===== src/rtl/cordic_pkg.sv =====
package cordic_pkg;

   typedef enum logic {
      CORDIC_ROTATE = 1'b0,
      CORDIC_VECTOR = 1'b1
   } cordic_mode_e;

   // Fixed-point arithmetic in Q30: atan(2^-k) by its power series,
   // then rescaled so that pi corresponds to 2^(w-1).
   function automatic longint atan_code(input int k, input int w);
      longint one_q;
      longint t_q;
      longint t2_q;
      longint pw_q;
      longint acc_q;
      longint term_q;
      longint pi_q;
      one_q = longint'(1) <<< 30;
      pi_q  = 64'sd3373259426;
      if (k == 0) begin
         return longint'(1) <<< (w - 3);
      end
      t_q   = one_q >>> k;
      t2_q  = (t_q * t_q) >>> 30;
      pw_q  = t_q;
      acc_q = 0;
      for (int n = 0; n < 40; n++) begin
         term_q = pw_q / longint'(2 * n + 1);
         if ((n % 2) == 1) acc_q = acc_q - term_q;
         else              acc_q = acc_q + term_q;
         pw_q = (pw_q * t2_q) >>> 30;
      end
      return (acc_q * (longint'(1) <<< (w - 1)) + (pi_q / 2)) / pi_q;
   endfunction

endpackage


===== src/rtl/cordic_angle_rom.sv =====
module cordic_angle_rom #(
   parameter int WIDTH = 16,
   parameter int ITER  = 16,
   localparam int IDXW = (ITER > 1) ? $clog2(ITER) : 1
) (
   input  logic [IDXW-1:0]   idx_i,
   output logic [WIDTH-1:0]  angle_o
);

   logic [WIDTH-1:0] table_w [ITER];

   for (genvar k = 0; k < ITER; k++) begin : g_entry
      localparam longint CODE = cordic_pkg::atan_code(k, WIDTH);
      assign table_w[k] = WIDTH'(CODE);
   end

   always_comb begin
      angle_o = '0;
      for (int k = 0; k < ITER; k++) begin
         if (idx_i == IDXW'(k)) angle_o = table_w[k];
      end
   end

endmodule


===== src/rtl/cordic_step.sv =====
module cordic_step #(
   parameter int WIDTH = 16,
   parameter int ITER  = 16,
   localparam int IDXW = (ITER > 1) ? $clog2(ITER) : 1
) (
   input  logic signed [WIDTH-1:0] x_i,
   input  logic signed [WIDTH-1:0] y_i,
   input  logic signed [WIDTH-1:0] z_i,
   input  logic [IDXW-1:0]         idx_i,
   input  cordic_pkg::cordic_mode_e mode_i,
   input  logic signed [WIDTH-1:0] angle_i,
   output logic signed [WIDTH-1:0] x_o,
   output logic signed [WIDTH-1:0] y_o,
   output logic signed [WIDTH-1:0] z_o
);

   logic signed [WIDTH-1:0] x_sh;
   logic signed [WIDTH-1:0] y_sh;
   logic                    pos_step;

   assign x_sh = x_i >>> idx_i;
   assign y_sh = y_i >>> idx_i;

   // rotation steers on the residual angle, vectoring on the y component
   always_comb begin
      if (mode_i == cordic_pkg::CORDIC_ROTATE) pos_step = ~z_i[WIDTH-1];
      else                                     pos_step =  y_i[WIDTH-1];
   end

   always_comb begin
      if (pos_step) begin
         x_o = x_i - y_sh;
         y_o = y_i + x_sh;
         z_o = z_i - angle_i;
      end else begin
         x_o = x_i + y_sh;
         y_o = y_i - x_sh;
         z_o = z_i + angle_i;
      end
   end

endmodule


===== src/rtl/cordic_seq.sv =====
module cordic_seq #(
   parameter int ITER = 16,
   localparam int IDXW = (ITER > 1) ? $clog2(ITER) : 1
) (
   input  logic            clk_i,
   input  logic            rst_ni,
   input  logic            load_i,
   output logic            busy_o,
   output logic            done_o,
   output logic [IDXW-1:0] idx_o
);

   localparam logic [IDXW-1:0] LAST = IDXW'(ITER - 1);

   always_ff @(posedge clk_i or negedge rst_ni) begin
      if (!rst_ni) begin
         busy_o <= 1'b0;
         done_o <= 1'b0;
         idx_o  <= '0;
      end else if (load_i) begin
         busy_o <= 1'b1;
         done_o <= 1'b0;
         idx_o  <= '0;
      end else if (busy_o) begin
         done_o <= (idx_o == LAST);
         if (idx_o == LAST) busy_o <= 1'b0;
         else               idx_o  <= idx_o + 1'b1;
      end else begin
         done_o <= 1'b0;
      end
   end

endmodule


===== src/rtl/cordic_iter.sv =====
module cordic_iter #(
   parameter int WIDTH = 16,
   parameter int ITER  = 16
) (
   input  logic             clk_i,
   input  logic             rst_ni,
   input  logic             load_i,
   input  logic             mode_i,
   input  logic [WIDTH-1:0] x_i,
   input  logic [WIDTH-1:0] y_i,
   input  logic [WIDTH-1:0] z_i,
   output logic [WIDTH-1:0] x_o,
   output logic [WIDTH-1:0] y_o,
   output logic [WIDTH-1:0] z_o,
   output logic             done_o
);

   localparam int IDXW = (ITER > 1) ? $clog2(ITER) : 1;

   initial begin
      assert (WIDTH >= 6 && WIDTH <= 30)
         else $error("cordic_iter: WIDTH out of supported range");
      assert (ITER >= 1 && ITER <= WIDTH)
         else $error("cordic_iter: ITER must lie in 1..WIDTH");
   end

   logic                     busy_w;
   logic [IDXW-1:0]          idx_w;
   logic [WIDTH-1:0]         angle_w;
   cordic_pkg::cordic_mode_e mode_q;
   logic signed [WIDTH-1:0]  x_q, y_q, z_q;
   logic signed [WIDTH-1:0]  x_n, y_n, z_n;

   cordic_seq #(.ITER(ITER)) u_seq (
      .clk_i  (clk_i),
      .rst_ni (rst_ni),
      .load_i (load_i),
      .busy_o (busy_w),
      .done_o (done_o),
      .idx_o  (idx_w)
   );

   cordic_angle_rom #(.WIDTH(WIDTH), .ITER(ITER)) u_rom (
      .idx_i   (idx_w),
      .angle_o (angle_w)
   );

   cordic_step #(.WIDTH(WIDTH), .ITER(ITER)) u_step (
      .x_i     (x_q),
      .y_i     (y_q),
      .z_i     (z_q),
      .idx_i   (idx_w),
      .mode_i  (mode_q),
      .angle_i (angle_w),
      .x_o     (x_n),
      .y_o     (y_n),
      .z_o     (z_n)
   );

   always_ff @(posedge clk_i or negedge rst_ni) begin
      if (!rst_ni) begin
         x_q    <= '0;
         y_q    <= '0;
         z_q    <= '0;
         mode_q <= cordic_pkg::CORDIC_ROTATE;
      end else if (load_i) begin
         x_q    <= x_i;
         y_q    <= y_i;
         z_q    <= z_i;
         mode_q <= cordic_pkg::cordic_mode_e'(mode_i);
      end else if (busy_w) begin
         x_q <= x_n;
         y_q <= y_n;
         z_q <= z_n;
      end
   end

   assign x_o = x_q;
   assign y_o = y_q;
   assign z_o = z_q;

endmodule


===== config.mk =====
export PLATFORM = sky130hd
export DESIGN_NAME = cordic_iter
export DESIGN_NICKNAME = d
export VERILOG_FILES = /design/src/rtl/cordic_pkg.sv /design/src/rtl/cordic_angle_rom.sv /design/src/rtl/cordic_step.sv /design/src/rtl/cordic_seq.sv /design/src/rtl/cordic_iter.sv
export SDC_FILE = /design/constraint.sdc
export NUM_CORES = 1
export LEC_CHECK = 0
export ABC_AREA = 1
export BUFFER_PORTS_ARGS = -buffer_cell sky130_fd_sc_hd__buf_2
export CAP_MARGIN = 15
export CORE_UTILIZATION = 45
export DETAILED_ROUTE_END_ITERATION = 16
export PLACE_DENSITY = 0.65
export SLEW_MARGIN = 20
export SYNTH_ARGS = -nofsm -noshare
export SYNTH_HDL_FRONTEND = slang
export SYNTH_SLANG_ARGS = --single-unit

===== constraint.sdc =====
create_clock -name clk_i -period 4.7 [get_ports clk_i]
set_clock_uncertainty 0.15 [all_clocks]
set_input_delay 0.94 -clock clk_i [delete_from_list [all_inputs] [get_ports clk_i]]
set_output_delay 0.94 -clock clk_i [all_outputs]
set_load 0.05 [all_outputs]

==> impl_metrics.tcl <==
set metrics [dict create \
    fillers 1629 \
    min_path_cells 2 \
    die-area_mm2 0.01604 \
    max_clock_freq_mhz 229.3 \
    fin_crit_ns 4.362 \
    gr-total-overflow 0 \
    grt_use_total 0.2673 \
    mostFrequentLayoutCells "353 x nand2_1, 104 x nand3_1, 100 x buf_2, 99 x inv_1, 63 x a21oi_1" \
    cts_buffer_depth 2 \
    cpMaxStageDelayCell "dfrtp_1" \
    slew-limit-headroom 0.4235 \
    grt_max_degree 33 \
    finalSetupTns_ns 0 \
    syn_inst 1104 \
    yosysWarnings 0 \
    tightest_slew_ns 0.8638 \
    avgSynthCellArea_um2 6.334 \
    vias 7571 \
    ctsHtreeMaxLevel 2 \
    viasPerCell 5.478 \
    drive_above_1_share 0.1625 \
    gp_congestion 0.9580 \
    cts_inserted_buffers 5 \
    mostFrequentLayoutCell "nand2_1" \
    rrSetupSlack_ns 0.34 \
    n_antenna_cell 0 \
    syn_to_final_growth_pct 11.84 \
    maxCapViolCount 0 \
    grt_pass1_wl_um 34640 \
    netlist.area_leader.share 0.1968 \
    critPathMaxFanout 32 \
    start_util 0.4600 \
    clock-sinks 55 \
    worst_setup_path_start_kind "flip-flop" \
    route.detailed.drc 0 \
    grt_pass1_vias 7151 \
    avgRoutedWirePerCell_um 15.01 \
    clkTransAtPathRegs_ns 0.08 \
    cpPeakStageDelay_ns 0.39 \
    crit_path_frequent_cell "nand2_1" \
    core_mm2 0.01520 \
    syn_area_mm2 0.006993 \
    row_count 45 \
    portBuffers 100 \
    hp-class "reg2reg" \
    synth.largest_area_cell "dfrtp_1" \
    finalSetupViolations 0 \
    ys_seq_area_frac 0.1968 \
    report.final.slew_viol_count 0 \
    critical_path_arrival_ns 4.42 \
    cts_tree "yes" \
    synth.distinct_cells 48 \
    cts_root_buf "clkbuf_16" \
    ant_nets 0 \
    drt-initial-drc-count 453 \
    wl_um 20750 \
    status "finished, final reports clean" \
    synth-seq-cells 55 \
    dieWidth_um 126.7 \
    dp_hpwl_um 16470 \
    antenna_found_initial 0 \
    clk_latency_ns 0.32 \
    rsz0062_at_grt "false" \
    r2r_cells 26 \
    worstSetupPathType "reg2reg" \
    io_pins 101 \
    final_hold_viol_count 0 \
    fin_crit_sh 0.9280 \
    crit_path_end_kind "flip-flop" \
    synth_nets 1212 \
    yosys-top-cells-area "dfrtp_1 20%, nand2_1 19%, ha_1 9.5%" \
    nets 1301 \
    cts_setup_buffers 0 \
    drt_pass1_iterations 5 \
    required_ns 4.75 \
    die_h_um 126.7 \
]
[synth_stat cells, drive strengths merged]
| cell | instances |
|---|---|
| buf | 22 |
| xor2 | 34 |
| o211ai | 17 |
| ha | 53 |
| or2 | 5 |
| inv | 116 |
| mux2i | 2 |
| o22ai | 1 |
| nand3 | 107 |
| a21oi | 64 |
| a221oi | 2 |
| nand4 | 6 |
| a221o | 1 |
| o221ai | 12 |
| dfrtp | 55 |
| clkinv | 1 |
| a22oi | 21 |
| nor3 | 8 |
| o21bai | 3 |
| o21ai | 81 |
| nand3b | 2 |
| o2111ai | 1 |
| o211a | 1 |
| a21o | 5 |
| a21boi | 3 |
| o31ai | 3 |
| nand2 | 376 |
| a31oi | 1 |
| o21a | 1 |
| xnor2 | 23 |
| nor2 | 56 |
| a211oi | 1 |
| clkbuf | 17 |
| fa | 3 |
[layout make-up]
class | count | area [um2] | area share
well taps | 188 | 235.2 | 0.03008
multi-input cells | 893 | 4957 | 0.6338
repair buffers | 121 | 661.9 | 0.08463
clock buffers | 5 | 125.1 | 0.01600
flip-flops and latches | 55 | 1378 | 0.1761
inverters | 117 | 441.7 | 0.05647
clock inverters | 3 | 22.52 | 0.002880
[sequential cells by signal, indices dropped and copies added, names as in the netlist]
| register | cells |
|---|---|
| x_o | 16 |
| y_o | 16 |
| mode_q | 1 |
| u_seq.busy_o | 1 |
| u_seq.idx_o | 4 |
| z_o | 16 |
| u_seq.done_o | 1 |
[metal layers]
| layer | part of all wire | up-vias | GRT usage | wire length (um) |
|---|---|---|---|---|
| li1 | - | 3845 | - | - |
| met1 | 0.47 | 3536 | 0.3551 | 9801 |
| met2 | 0.48 | 166 | 0.4667 | 9925 |
| met3 | 0.033 | 24 | 0.02699 | 695 |
| met4 | 0.016 | 0 | 0.06373 | 327 |
| met5 | 0 | - | 0 | 0 |
[logic make-up (layout without fill, tap and decap cells)]
| group | count (synthesis) | after routing | synth area share |
|---|---|---|---|
| adders and majority gates | 56 | 56 | 0.1034 |
| DFF | 55 | 55 | 0.1968 |
| AOI/OAI and AO/OA | 218 | 218 | 0.1881 |
| xor gates and xnor gates | 57 | 57 | 0.07139 |
| and+or+nand+nor | 560 | 560 | 0.3428 |
| muxes | 2 | 2 | 0.002863 |
| buffers and inverters | 156 | 246 | 0.09465 |
[timing repair]
item,CTS,global route
gates resized for setup,0,5
setup endpoints to repair,0,3
hold buffers,0,0
[metrics by stage]
stage | util | area, um2 | std cells | setup WS (ns) | hold WS [ns]
6_report | 0.5145 | 7821 | 1382 | 0.3382 | 0.3833
3_3_place_gp | 0.5043 | 7666 | 1374 | 0.4335 | 0.3577
3_5_place_dp | 0.5043 | 7666 | 1374 | 0.3808 | 0.3721
4_1_cts | 0.5140 | 7814 | 1382 | 0.3459 | 0.3913
5_1_grt | 0.5145 | 7821 | 1382 | 0.008177 | 0.4352
2_1_floorplan | - | 6993 | 1104 | 0.8808 | 0.3337
[critical path, delay by kind of cell, from the launching register on]
family	cells	cell delay [ns]
buffers and inverters	5	0.51
flip-flops	1	0.39
adder cells (fa/ha/maj)	2	0.54
AND/OR/NAND/NOR	12	1.14
AO/OA/AOI/OAI	6	1.34
XOR/XNOR	1	0.17
[final timing paths]
check | start | endpoint
setup reg to reg | u_seq.idx_o[0] | x_o[13]
max in group asynchronous | rst_ni | u_seq.idx_o[2]
hold / removal | mode_q | mode_q
setup / recovery | u_seq.idx_o[0] | x_o[13]
hold reg to reg | mode_q | mode_q
min in group asynchronous | rst_ni | x_o[9]
Power is left out: the tool's default activity adds up to more than one toggle a clock period on the data nets, which glitch-free logic cannot reach.
